**src/rtl/tick_timer_pkg.sv**
```systemverilog
package tick_timer_pkg;

    typedef enum logic {
        ST_OFF = 1'b0,
        ST_RUN = 1'b1
    } tick_state_e;

    localparam logic [3:0] OFS_CTRL   = 4'h0;
    localparam logic [3:0] OFS_RELOAD = 4'h4;
    localparam logic [3:0] OFS_CURR   = 4'h8;
    localparam logic [3:0] OFS_CAL    = 4'hC;

    localparam int BIT_EN     = 0;
    localparam int BIT_TICKIE = 1;
    localparam int BIT_CLKSRC = 2;
    localparam int BIT_WRAP   = 16;
    localparam int BIT_SKEW   = 30;
    localparam int BIT_NOREF  = 31;

endpackage

```
**src/rtl/tick_timer_sync.sv**
```systemverilog
module tick_timer_sync #(
    parameter int SYNC_N = 2
) (
    input  logic clk,
    input  logic rst_n,
    input  logic async_i,
    output logic rise_o
);
    logic [SYNC_N:0] shreg;

    always_ff @(posedge clk or negedge rst_n) begin
        if (!rst_n) begin
            shreg <= '0;
        end else begin
            shreg <= {shreg[SYNC_N-1:0], async_i};
        end
    end

    assign rise_o = shreg[SYNC_N-1] & ~shreg[SYNC_N];

endmodule

```
**src/rtl/tick_timer_core.sv**
```systemverilog
module tick_timer_core
    import tick_timer_pkg::*;
#(
    parameter int CNT_W = 24
) (
    input  logic             clk,
    input  logic             rst_n,
    input  logic             en_i,
    input  logic             tick_i,
    input  logic             tickie_i,
    input  logic [CNT_W-1:0] reload_i,
    input  logic             cur_clr_i,
    input  logic             stat_rd_i,
    output logic [CNT_W-1:0] cnt_o,
    output logic             wrap_flag_o,
    output logic             pend_o
);
    localparam logic [CNT_W-1:0] CNT_ONE = {{(CNT_W-1){1'b0}}, 1'b1};

    tick_state_e state_q, state_d;
    logic [CNT_W-1:0] cnt_q;
    logic wrap_evt;

    // state transitions: arm (OFF->RUN) and halt (RUN->OFF)
    always_comb begin
        state_d = state_q;
        unique case (state_q)
            ST_OFF: if (en_i)  state_d = ST_RUN;
            ST_RUN: if (!en_i) state_d = ST_OFF;
            default: state_d = ST_OFF;
        endcase
    end

    always_ff @(posedge clk or negedge rst_n) begin
        if (!rst_n) begin
            state_q <= ST_OFF;
        end else begin
            state_q <= state_d;
        end
    end

    assign wrap_evt = (state_q == ST_RUN) && en_i && tick_i
                      && (cnt_q == CNT_ONE) && !cur_clr_i;

    // counter, flag and pend outputs
    always_ff @(posedge clk or negedge rst_n) begin
        if (!rst_n) begin
            cnt_q       <= '0;
            wrap_flag_o <= 1'b0;
            pend_o      <= 1'b0;
        end else begin
            if (cur_clr_i) begin
                cnt_q <= '0;
            end else begin
                unique case (state_q)
                    ST_OFF: if (en_i) cnt_q <= reload_i;
                    ST_RUN: begin
                        if (en_i && tick_i) begin
                            if (cnt_q == '0) cnt_q <= reload_i;
                            else             cnt_q <= cnt_q - CNT_ONE;
                        end
                    end
                    default: cnt_q <= cnt_q;
                endcase
            end

            if (wrap_evt)                    wrap_flag_o <= 1'b1;
            else if (stat_rd_i || cur_clr_i) wrap_flag_o <= 1'b0;

            pend_o <= wrap_evt & tickie_i;
        end
    end

    assign cnt_o = cnt_q;

endmodule

```
**src/rtl/tick_timer.sv**
```systemverilog
module tick_timer
    import tick_timer_pkg::*;
#(
    parameter int          CNT_W     = 24,
    parameter int          DATA_W    = 32,
    parameter int          ADDR_W    = 4,
    parameter int          SYNC_N    = 2,
    parameter bit          HAS_REF   = 1'b1,
    parameter bit          CAL_SKEW  = 1'b1,
    parameter logic [23:0] CAL_TENMS = 24'd100000
) (
    input  logic              clk,
    input  logic              rst_n,
    input  logic              ref_clk_i,
    input  logic [ADDR_W-1:0] bus_addr_i,
    input  logic              bus_wr_i,
    input  logic [DATA_W-1:0] bus_wdata_i,
    input  logic              bus_rd_i,
    output logic [DATA_W-1:0] bus_rdata_o,
    output logic              pend_o
);
    localparam bit CAL_NOREF = !HAS_REF;

    logic             ctrl_en, ctrl_tickie, ctrl_clksrc;
    logic [CNT_W-1:0] reload_q;
    logic [CNT_W-1:0] cnt;
    logic             wrap_flag;
    logic             ref_rise, tick;
    logic             sel_ctrl, sel_reload, sel_curr, sel_cal;
    logic             cur_wr, ctrl_rd;

    assign sel_ctrl   = (bus_addr_i == ADDR_W'(OFS_CTRL));
    assign sel_reload = (bus_addr_i == ADDR_W'(OFS_RELOAD));
    assign sel_curr   = (bus_addr_i == ADDR_W'(OFS_CURR));
    assign sel_cal    = (bus_addr_i == ADDR_W'(OFS_CAL));

    assign cur_wr  = bus_wr_i & sel_curr;
    assign ctrl_rd = bus_rd_i & sel_ctrl;

    always_ff @(posedge clk or negedge rst_n) begin
        if (!rst_n) begin
            ctrl_en     <= 1'b0;
            ctrl_tickie <= 1'b0;
            reload_q    <= '0;
        end else begin
            if (bus_wr_i && sel_ctrl) begin
                ctrl_en     <= bus_wdata_i[BIT_EN];
                ctrl_tickie <= bus_wdata_i[BIT_TICKIE];
            end
            if (bus_wr_i && sel_reload) reload_q <= bus_wdata_i[CNT_W-1:0];
        end
    end

    generate
        if (HAS_REF) begin : g_ref
            always_ff @(posedge clk or negedge rst_n) begin
                if (!rst_n)                      ctrl_clksrc <= 1'b0;
                else if (bus_wr_i && sel_ctrl)   ctrl_clksrc <= bus_wdata_i[BIT_CLKSRC];
            end
            tick_timer_sync #(.SYNC_N(SYNC_N)) u_sync (
                .clk     (clk),
                .rst_n   (rst_n),
                .async_i (ref_clk_i),
                .rise_o  (ref_rise)
            );
        end else begin : g_noref
            assign ctrl_clksrc = 1'b1;
            assign ref_rise    = 1'b0;
            wire unused_ref = ref_clk_i;
        end
    endgenerate

    assign tick = ctrl_clksrc ? 1'b1 : ref_rise;

    tick_timer_core #(.CNT_W(CNT_W)) u_core (
        .clk         (clk),
        .rst_n       (rst_n),
        .en_i        (ctrl_en),
        .tick_i      (tick),
        .tickie_i    (ctrl_tickie),
        .reload_i    (reload_q),
        .cur_clr_i   (cur_wr),
        .stat_rd_i   (ctrl_rd),
        .cnt_o       (cnt),
        .wrap_flag_o (wrap_flag),
        .pend_o      (pend_o)
    );

    always_comb begin
        bus_rdata_o = '0;
        if (sel_ctrl) begin
            bus_rdata_o[BIT_EN]     = ctrl_en;
            bus_rdata_o[BIT_TICKIE] = ctrl_tickie;
            bus_rdata_o[BIT_CLKSRC] = ctrl_clksrc;
            bus_rdata_o[BIT_WRAP]   = wrap_flag;
        end else if (sel_reload) begin
            bus_rdata_o[CNT_W-1:0] = reload_q;
        end else if (sel_curr) begin
            bus_rdata_o[CNT_W-1:0] = cnt;
        end else if (sel_cal) begin
            bus_rdata_o[CNT_W-1:0] = CAL_TENMS[CNT_W-1:0];
            bus_rdata_o[BIT_SKEW]  = CAL_SKEW;
            bus_rdata_o[BIT_NOREF] = CAL_NOREF;
        end
    end

    wire unused_wdata = ^{bus_wdata_i[DATA_W-1:CNT_W]};

endmodule

```
**config.mk**
```make
export PLATFORM = sky130hd
export DESIGN_NAME = tick_timer
export DESIGN_NICKNAME = d
export VERILOG_FILES = /design/src/rtl/tick_timer_pkg.sv /design/src/rtl/tick_timer_sync.sv /design/src/rtl/tick_timer_core.sv /design/src/rtl/tick_timer.sv
export SDC_FILE = /design/constraint.sdc
export NUM_CORES = 1
export LEC_CHECK = 0
export BUFFER_PORTS_ARGS = -buffer_cell sky130_fd_sc_hd__clkbuf_2
export CORE_ASPECT_RATIO = 2
export CORE_MARGIN = 1.5
export CORE_UTILIZATION = 40
export CTS_CLUSTER_DIAMETER = 60
export DETAILED_ROUTE_END_ITERATION = 12
export PLACE_DENSITY = 0.72
export SKIP_LAST_GASP = 1
export SLEW_MARGIN = 15
export SYNTH_ARGS = -nofsm -noshare
export SYNTH_HDL_FRONTEND = slang
export SYNTH_SLANG_ARGS = --single-unit
```
**constraint.sdc**
```tcl
create_clock -name clk -period 2.37 [get_ports clk]
set_input_delay 0 -clock clk [delete_from_list [all_inputs] [get_ports clk]]
set_output_delay 0 -clock clk [all_outputs]
set_load 0.005 [all_outputs]
```
# After elaboration in Yosys (flattened, before gate mapping)
# Index checks and enable logic that the tools add are counted.
[classes]
n_bitwise = 6
n_addsub = 1
n_eq_ne = 6
n_reduce_logical = 13
n_mux = 20
[op_table]
columns = ["cell", "n"]
rows = [
  ["24-bit 2-to-1 mux", 6],
  ["24-bit case mux with 2 select lines", 1],
  ["24-bit by 1-bit == test with 1-bit output, second input constant", 1],
  ["24-bit logical NOT", 1],
  ["24-bit by 1-bit subtractor with 24-bit output, second input constant", 1],
  ["17-bit 2-to-1 mux", 1],
  ["13-bit 2-to-1 mux", 1],
  ["4-bit == test, second input constant", 2],
  ["1-bit logical AND", 7],
  ["7-bit 2-to-1 mux", 1],
  ["1-bit 2-to-1 mux", 6],
  ["2-bit 2-to-1 mux", 3],
  ["3-bit by 2-bit inequality test with 1-bit output, second input constant", 2],
  ["1-bit AND", 4],
  ["4-bit by 3-bit == test with 1-bit output, second input constant", 1],
  ["4-bit logical NOT", 1],
  ["3-bit 2-to-1 mux", 1],
  ["1-bit NOT", 2],
  ["2-bit AND reduction", 1],
  ["2-bit nonzero test", 1],
  ["1-bit logical NOT", 1],
  ["1-bit logical OR", 1],
]
[word_totals]
output_inout_bits = 33
regBits = 57

# Logic depth before layout (Yosys ltp)
# Gate-level depths: netlist of run 1.
[logic_depth]
word_depth = 7
ltp_mapped = 8
mapped_depth_nobuf = 7

# Hierarchy
# A second synthesis of run 1 with hierarchy kept.
[hier_totals]
hier_cells = 327
hier_area_um2 = 3443.3
[modules_own_cells]
columns = ["module", "cells_per_inst", "area_per_inst_um2", "n_inst", "seq_area_each_um2"]
rows = [
  ["tick_timer_core", 195, 1793.0, 1, 675.6],
  ["tick_timer", 128, 1561.5, 1, 675.6],
  ["tick_timer_sync", 4, 88.8, 1, 75.1],
]

# Least setup slack after synthesis of run 1
# OpenSTA, ideal clock, no wires.
[synth_timing]
path_kind = "flip-flop to flip-flop"
from = "register u_core.cnt_q[0], in the netlist u_core.cnt_o[0]"
to = "register u_core.cnt_q[12], in the netlist u_core.cnt_o[12]"
n_path_buf = 1
arrival_ps = 1920
slack_ps = 364
stages_incl_launch_ff = 8
setup_ps = 87
synth_period_minus_slack_ps = 2006
cell_sequence = "dfrtp_1 -> inv_1 -> ha_1 -> or4b_1 -> buf_2 -> nor2_1 -> or4b_1 -> o211ai_1"
[synth_between]
elab_chain_cells = 5
word_cells_on_any_way = 6
[synth_rtl]
columns = ["element", "line_no", "rtl"]
rows = [
  ["start: declaration", "tick_timer_core.sv:21", "logic [CNT_W-1:0] cnt_q;"],
  ["start signal: assignment", "tick_timer_core.sv:56", "ST_OFF: if (en_i) cnt_q <= reload_i;"],
  ["start signal: assignment", "tick_timer_core.sv:59", "if (cnt_q == '0) cnt_q <= reload_i;"],
  ["start signal: assignment", "tick_timer_core.sv:60", "else cnt_q <= cnt_q - CNT_ONE;"],
  ["24-bit by 1-bit subtractor with 24-bit output or 24-bit logical NOT (tied branches)", "tick_timer_core.sv:60, tick_timer_core.sv:59", ""],
  ["24-bit 2-to-1 mux (*)", "tick_timer_core.sv:59", ""],
  ["24-bit 2-to-1 mux (*)", "tick_timer_core.sv:58", "if (en_i && tick_i) begin"],
  ["24-bit case mux with 2 select lines (*)", "tick_timer_core.sv:55", "unique case (state_q)"],
  ["24-bit 2-to-1 mux (*)", "tick_timer_core.sv:52", "if (cur_clr_i) begin"],
]
# Mark *: on every way between the ends. The rest lies on a longest branch, timed or not. The select of a mux whose other input is x is not followed.
# A chain may end at the register's enable or synchronous reset.

# Final worst setup path of run 1
# Ends and elaborated chain as after synthesis.

==> run metrics, run 1 <==
Post-synth EDFFs=0; wire length per cell=18.01 µm; Worst-path clk slew=50 ps; flops & latches, synth=57; DRT antenna net count=0; Worst Path Max Fanout=7; gr ovfl total=0; Seq pwr share=37.4%; vias in the first global route=3094; Die H=132.6 µm; Core ar.=8233 µm²; HP Class=input port to register; switch share=36.93%; Clock Sinks=57; # IOs=74; combinational power share=35.0%; fin crit share=92.81%; standard-cell rows=47; Worst-Skew Late Latency=330 ps; YS warnings=0; Peak VDD IR=0.5288 mV; die area=8991 µm²; Post-Syn Area per Cell=10.37 µm²; cell area after layout=4385 µm²; DRC viols=0; setup violators final=0; Worst setup SP type=register; RSZ-0062 raised after global routing=no; DP HPWL=6702 µm; post-route setup TNS=0 ps; Fillers=763; share of layout cells above drive strength 1=31.46%; Worst Clk Skew=7.120 ps; slew of the pin with the lowest slew margin=774.6 ps; DR vias=3042; pwr/cell area=1035 nW/µm²; gr usage total=22.83%; slew margin rel.=48.36%; initial antenna violation count=0; Worst Path Required=2610 ps; GPL Wtd Cong=0.9662; cts repair resizes=0; Area Overhead vs Synth=30.54%; CTS Root Buffer Type=clkbuf_16; max_cap viols=0; Vias/cell=5.805; nets=465; Detailed Routing Iterations Pass 1=4; clock group share of total power=27.6%; n_diodes=0; Seq/Total Area, Yosys=42.46%; Initial DRC Count=157; Initial Util=40.81%; CTS tree=done; Synth cell types=58; switching power=1677 µW; largest net degree at the start of global routing=31; Syn Inst Count=324; WS Path Type=register to register; Int Pwr=2864 µW; first-pass GRT wire length=15220 µm; Post-Route WL=9435 µm; area of placed instances=3835 µm²; die width=67.80 µm; Max Root-Sink Buffers=2; Mapped Area=3359 µm²; CTS H-tree depth=3; ys flop type=dfrtp_1; TritonCTS buffer count=9; Post-synth ARST share=100.0%; Setup crit end kind=register; fin. max-slew vios=0; minimum clock period=2200 ps; leakage=0.001979 µW; max frequency=454.6 MHz; Worst EP arrival=2440 ps; final hold viol count=0; status=complete, no violations; IO Port Bufs=58
timing repair:
action | 4_1_cts | 5_1_grt
hold buffers | 26 | 0
endpoints found under the hold margin | 55 | 0
buffers inserted | 0 | 0
layout by cell type, fill, tap and decap left out, types with 12 or more instances in the layout:
master         count
clkbuf_2          58
dfrtp_1           57
mux2_2            27
dlygate4sd3_1     26
buf_4             21
mux2i_1           20
o21ai_0           19
nand2_1           16
nor2_1            16
a22o_1            15
nor3_1            13
o2bb2ai_1         12
layer usage:
layer | up-vias | share of wire, % | global-route usage, %
met4 | 0 | 4.3 | 12.22
met2 | 104 | 55 | 40.74
met1 | 1498 | 36 | 24.65
li1 | 1413 | - | -
met3 | 27 | 4.8 | 3.316
met5 | - | 0 | 0
layout make-up:
class | instances | area (µm²) | area share (%)
clock buffer | 13 | 250.2 | 5.706
inverter | 6 | 22.52 | 0.5136
clock inverter | 3 | 40.04 | 0.9130
tap | 98 | 122.6 | 2.796
multi-input combinational | 240 | 1775 | 40.48
timing repair buffer | 107 | 748.2 | 17.06
sequential | 57 | 1426 | 32.52
registers in the layout, indices dropped and copies added, names as in the netlist:
signal              flops
reload_q               24
u_core.cnt_o           24
g_ref.u_sync.shreg      3
ctrl_clksrc             1
ctrl_en                 1
ctrl_tickie             1
u_core.pend_o           1
u_core.state_q          1
u_core.wrap_flag_o      1
worst max-delay path: stages, from the launching register on:
cell	delay [ps]
dfrtp_1	440
inv_1	130
ha_1	220
or4b_1	550
nor2_1	220
or4b_1	450
o211ai_1	100
cell usage after synthesis, types with 2 or more instances:
cell type | instances | area share [%]
a32oi_1 | 4 | 1.0
nor2_1 | 16 | 1.8
o21ai_0 | 19 | 2.8
clkbuf_1 | 6 | 0.67
nor2b_1 | 4 | 0.74
o211ai_1 | 3 | 0.67
a311o_1 | 2 | 0.60
o2bb2ai_1 | 12 | 3.1
nor3_1 | 13 | 1.9
and2_1 | 2 | 0.37
nand4_1 | 4 | 0.74
nand2b_1 | 2 | 0.37
buf_2 | 8 | 1.2
nand2_1 | 16 | 1.8
buf_4 | 8 | 1.8
o31ai_1 | 4 | 0.89
or4b_1 | 2 | 0.60
a21oi_1 | 11 | 1.6
buf_6 | 2 | 0.67
buf_1 | 2 | 0.22
a211oi_1 | 2 | 0.45
o41ai_1 | 2 | 0.52
nor3b_1 | 2 | 0.45
nand3_1 | 5 | 0.74
ha_1 | 3 | 1.1
o22ai_1 | 3 | 0.56
or4_1 | 2 | 0.45
inv_1 | 6 | 0.67
mux2_2 | 27 | 9.1
xnor2_1 | 3 | 0.78
nor3_2 | 2 | 0.60
or3_1 | 2 | 0.37
mux2i_1 | 20 | 6.0
a22o_1 | 15 | 3.9
or2_2 | 2 | 0.37
nor4_1 | 10 | 1.9
dfrtp_1 | 57 | 42
power by group through the flow:
| stage | clock (µW) | combinational [µW] | sequential (µW) |
|---|---|---|---|
| 6_report | 1260 | 1590 | 1700 |
| 5_1_grt | 1320 | 1760 | 1730 |
| 4_1_cts | 1280 | 1590 | 1680 |
| 3_5_place_dp | 0 | 1540 | 1690 |
| 3_3_place_gp | 0 | 1500 | 1680 |
| 2_1_floorplan | 0 | 1120 | 1540 |
cells by family after synthesis:
| logic type | after synthesis | share of synthesized area, % |
|---|---|---|
| flops | 57 | 42.46 |
| mux | 47 | 15.01 |
| compound gates | 86 | 18.77 |
| buf+inv | 33 | 5.363 |
| fa+ha+maj | 3 | 1.117 |
| xor+xnor | 4 | 1.043 |
| other cells | 1 | 0.1116 |
| simple gates | 93 | 16.13 |
per-stage QoR:
| step | hold WS [ps] | instances | setup WS (ps) | total power (µW) | utilization, % |
|---|---|---|---|---|---|
| floorplan | -295.6 | 330 | 363.6 | 2661 | - |
| global placement | 84.88 | 482 | 224.1 | 3178 | 46.58 |
| detailed placement | 92.76 | 482 | 208.5 | 3234 | 46.58 |
| CTS | 39.54 | 524 | 185.3 | 4546 | 53.27 |
| global route | 98.79 | 524 | 37.11 | 4813 | 53.27 |
| finish | 44.15 | 524 | 170.4 | 4541 | 53.27 |
path summary, 6_finish.rpt:
| kind | depth (start not counted) | endpoint | start | slack [ps] |
|---|---|---|---|---|
| worst max-delay path | 6 | u_core.cnt_o[12] | u_core.cnt_o[0] | 170 |
| worst min-delay path | 4 | u_core.wrap_flag_o | bus_rd_i | 40 |
| worst max register to register | 6 | u_core.cnt_o[12] | u_core.cnt_o[0] | 170 |
| worst min register to register | 0 | g_ref.u_sync.shreg[1] | g_ref.u_sync.shreg[0] | 360 |
| max in group asynchronous | 3 | reload_q[21] | rst_n | 1450 |
| min in group asynchronous | 2 | ctrl_clksrc | rst_n | 280 |
No activity file was read; power rests on OpenSTA's default activity.
==> inputs of run 2 (changes only) <==
ABC_AREA = 1   (was default)
PLACE_DENSITY = 0.71   (was 0.72)
==> run 2 against run 1 <==
Synthesized cell count grew 63%; die area grew 7.9%; flip-flop and latch count is the same; clock-buffer cell count shrank 3; critical path depth grew 3; critical path type unchanged; sequential share of layout area shrank 1.0 points; worst hold slack gained 16 ps; clock power shrank 9.5%; clock skew shrank 3.4 ps; worst setup slack gained 230 ps; design area grew 3.2%; critical endpoint unchanged.
==> run metrics, run 2 <==
status=complete, no violations (unchanged); Core ar.=8890 µm² (was 8233 µm²); TritonCTS buffer count=9 (unchanged); HP Class=input port to register (unchanged); # IOs=74 (unchanged); Mapped Area=3633 µm² (was 3359 µm²); ys flop type=dfrtp_1 (unchanged); CTS H-tree depth=3 (unchanged); Worst Clk Skew=3.719 ps (was 7.120 ps); flops & latches, synth=57 (unchanged); clock group share of total power=25.2% (was 27.6%); combinational power share=37.6% (was 35.0%); max frequency=508.5 MHz (was 454.6 MHz); Worst setup SP type=register (unchanged); Setup crit end kind=register (unchanged); Worst-path clk slew=50 ps (about the same); initial antenna violation count=0 (unchanged); Initial DRC Count=215 (was 157); DRT antenna net count=0 (unchanged); share of layout cells above drive strength 1=16.72% (was 31.46%); switch share=43.41% (was 36.93%); Multi-input gate area=1838 µm² (was 1775 µm²); largest cells by area after synthesis=dfrtp_1 (39%), nand2_1 (16%), nor2_1 (8.0%) (was dfrtp_1 (42%), mux2_2 (9.1%), mux2i_1 (6.0%)); met2 wire len=5496 µm (was 5191 µm); DR WL met3=507 µm (was 453 µm); gr usage total=22.14% (was 22.83%); IO Port Bufs=58 (unchanged); post-synth top area share=39.26% (was 42.46%); setup violators final=0 (unchanged); Worst Path Required=2590 ps (was 2610 ps); Worst Path Max Fanout=7 (unchanged); slew margin rel.=45.89% (was 48.36%); Post-synth EDFFs=0 (unchanged); nets=661 (was 465); WS Path Type=register to register (unchanged); Top Metal Used=met4 (unchanged); storage element area=1426 µm² (unchanged); Fillers=790 (was 763); Seq/Total Area, Yosys=39.26% (was 42.46%); area of placed instances=3991 µm² (was 3835 µm²); cell area after layout=4526 µm² (was 4385 µm²); CTS tree=done (unchanged); DRC viols=0 (unchanged); crit-path cells=inv_1 > ha_1 > nand2_1 > nor2_1 > nand3_1 > nand2_1 > nand2_2 > nand3_1 > nand2_1 (was inv_1 > ha_1 > or4b_1 > nor2_1 > or4b_1 > o211ai_1); max_cap viols=0 (unchanged); DP Worst Slack=452.9 ps (was 208.5 ps); fin crit share=82.98% (was 92.81%); switching power=1969 µW (was 1677 µW); Die H=137.8 µm (was 132.6 µm); Worst EP arrival=2180 ps (was 2440 ps); standard-cell rows=49 (was 47); fin. max-slew vios=0 (unchanged); pwr/cell area=1002 nW/µm² (was 1035 nW/µm²); final std cells w/o fill=724 (was 524); slew of the pin with the lowest slew margin=811.6 ps (was 774.6 ps); Synth top cells by count=nand2_1 (158), nor2_1 (77), inv_1 (61) (was dfrtp_1 (57), mux2_2 (27), mux2i_1 (20)); crit-path max cell delay=390 ps (was 550 ps); Synth cell types=35 (was 58); Post-Syn Area per Cell=6.869 µm² (was 10.37 µm²); Post-Route WL=10330 µm (was 9435 µm); Int Pwr=2567 µW (was 2864 µW); largest area contributor in the synthesized netlist=dfrtp_1 (unchanged); die area=9699 µm² (was 8991 µm²); Detailed Routing Iterations Pass 1=7 (was 4); CP dominant cell by count=nand2_1 (was or4b_1); Max Root-Sink Buffers=2 (unchanged); Peak VDD IR=0.5676 mV (was 0.5288 mV); Post-synth ARST share=100.0% (unchanged); wire length per cell=14.26 µm (was 18.01 µm); vias in the first global route=3585 (was 3094); cell with the most instances after synthesis=nand2_1 (was dfrtp_1); largest net degree at the start of global routing=37 (was 31); WP buf/inv=1 (unchanged); Syn Inst Count=529 (was 324); post-route setup TNS=0 ps (unchanged); GPL Wtd Cong=0.9334 (was 0.9662); first-pass GRT wire length=16750 µm (was 15220 µm); RSZ-0062 raised after global routing=no (unchanged); CTS Root Buffer Type=clkbuf_16 (unchanged); met1 WL=4001 µm (was 3388 µm); YS warnings=0 (unchanged); Worst path top cell family by delay=simple AND/OR/NAND/NOR gates (unchanged); DR vias=3747 (was 3042); Initial Util=40.87% (was 40.81%); Slowest-stage cell, CP=dfrtp_1 (was or4b_1); n_diodes=0 (unchanged); Placed Cells=681 (was 482); commonest non-fill, non-tap cell in the layout=nand2_1 (was clkbuf_2); leakage=0.002349 µW (was 0.001979 µW); highest-count cells in the layout ignoring fill and taps=nand2_1 (158), nor2_1 (77), inv_1 (61) (was clkbuf_2 (58), dfrtp_1 (57), mux2_2 (27)); post-layout worst setup margin=403.4 ps (was 170.4 ps); DP HPWL=7464 µm (was 6702 µm); final hold viol count=0 (unchanged); Seq pwr share=37.2% (was 37.4%); die width=70.40 µm (was 67.80 µm); gr ovfl total=0 (unchanged); Vias/cell=5.175 (was 5.805); Worst-Skew Late Latency=330 ps (about the same); minimum clock period=1967 ps (was 2200 ps); Clock Sinks=57 (unchanged); Area Overhead vs Synth=24.55% (was 30.54%)
[run 2: cell types whose count changed in the layout (fill, tap and decap cells not counted), sizes merged, moves of 7 or more]
| cell | delta |
|---|---|
| buf | -14 |
| mux2 | -25 |
| a22o | -15 |
| o2bb2ai | -12 |
| a21oi | +27 |
| nand3 | +42 |
| inv | +56 |
| mux2i | -20 |
| o221ai | +7 |
| nor2 | +67 |
| nor3 | -14 |
| nor4 | -10 |
| nand2 | +152 |
[run 2: routing by layer]
metal | global-route usage (%) | vias up
li1 | - | 1840
met1 | 24.38 | 1740
met2 | 39.20 | 144
met3 | 3.219 | 23
met4 | 14.10 | 0
met5 | 0 | -
[run 2: logic make-up after synthesis]
| family | share of synthesized area, % |
|---|---|
| other | 0.1032 |
| and+or+nand+nor | 37.02 |
| AOI/OAI and AO/OA | 10.23 |
| muxes | 0.6198 |
| adders and majority gates | 1.033 |
| xor gates and xnor gates | 0.9644 |
| buffers and inverters | 10.78 |
| DFF | 39.26 |
[run 2: area by class of cell]
type | count | area share [%]
inverters | 63 | 5.336
repair buffers | 94 | 13.88
flip-flops and latches | 57 | 31.52
multi-input cells | 392 | 40.61
clock buffers | 10 | 5.059
well taps | 102 | 2.820
clock inverters | 6 | 0.7741
[run 2: what timing repair did]
action,CTS,global route
hold buffers,27,0
setup buffers,0,0
resized for setup,0,0
endpoints found under the hold margin,58,0
[run 2: power groups by stage]
stage               Clock [µW]  Sequential, µW  Combinational (µW)
finish                    1140            1690                1700
global route              1210            1730                1920
CTS                       1170            1680                1690
detailed placement           0            1690                1650
global placement             0            1670                1610
floorplan                    0            1560                1290
[run 2: worst register-to-register path: stages (launching register included)]
cell	delay, ps
dfrtp_1	390
inv_1	170
ha_1	310
nand2_1	170
nor2_1	390
nand3_1	120
nand2_1	140
nand2_2	60
nand3_1	70
nand2_1	60
[run 2: path summary, 6_finish.rpt]
path,start,end,slack (ps),cells past startpoint
min reg2reg,g_ref.u_sync.shreg[0],g_ref.u_sync.shreg[1],360,0
max in group asynchronous,rst_n,u_core.cnt_o[6],1350,3
max reg2reg,u_core.cnt_o[0],u_core.cnt_o[12],400,9
min,bus_wr_i,ctrl_en,60,3
min in group asynchronous,rst_n,ctrl_tickie,300,2
max,u_core.cnt_o[0],u_core.cnt_o[12],400,9
[run 2: through the flow]
stage	hold WS, ps	util [%]	total power, µW
after floorplan	-295.6	-	2850
after global placement	108.4	44.90	3281
after detailed placement	109.7	44.90	3332
after CTS	54.11	50.91	4534
after global routing	77.93	50.91	4864
final	60.62	50.91	4536
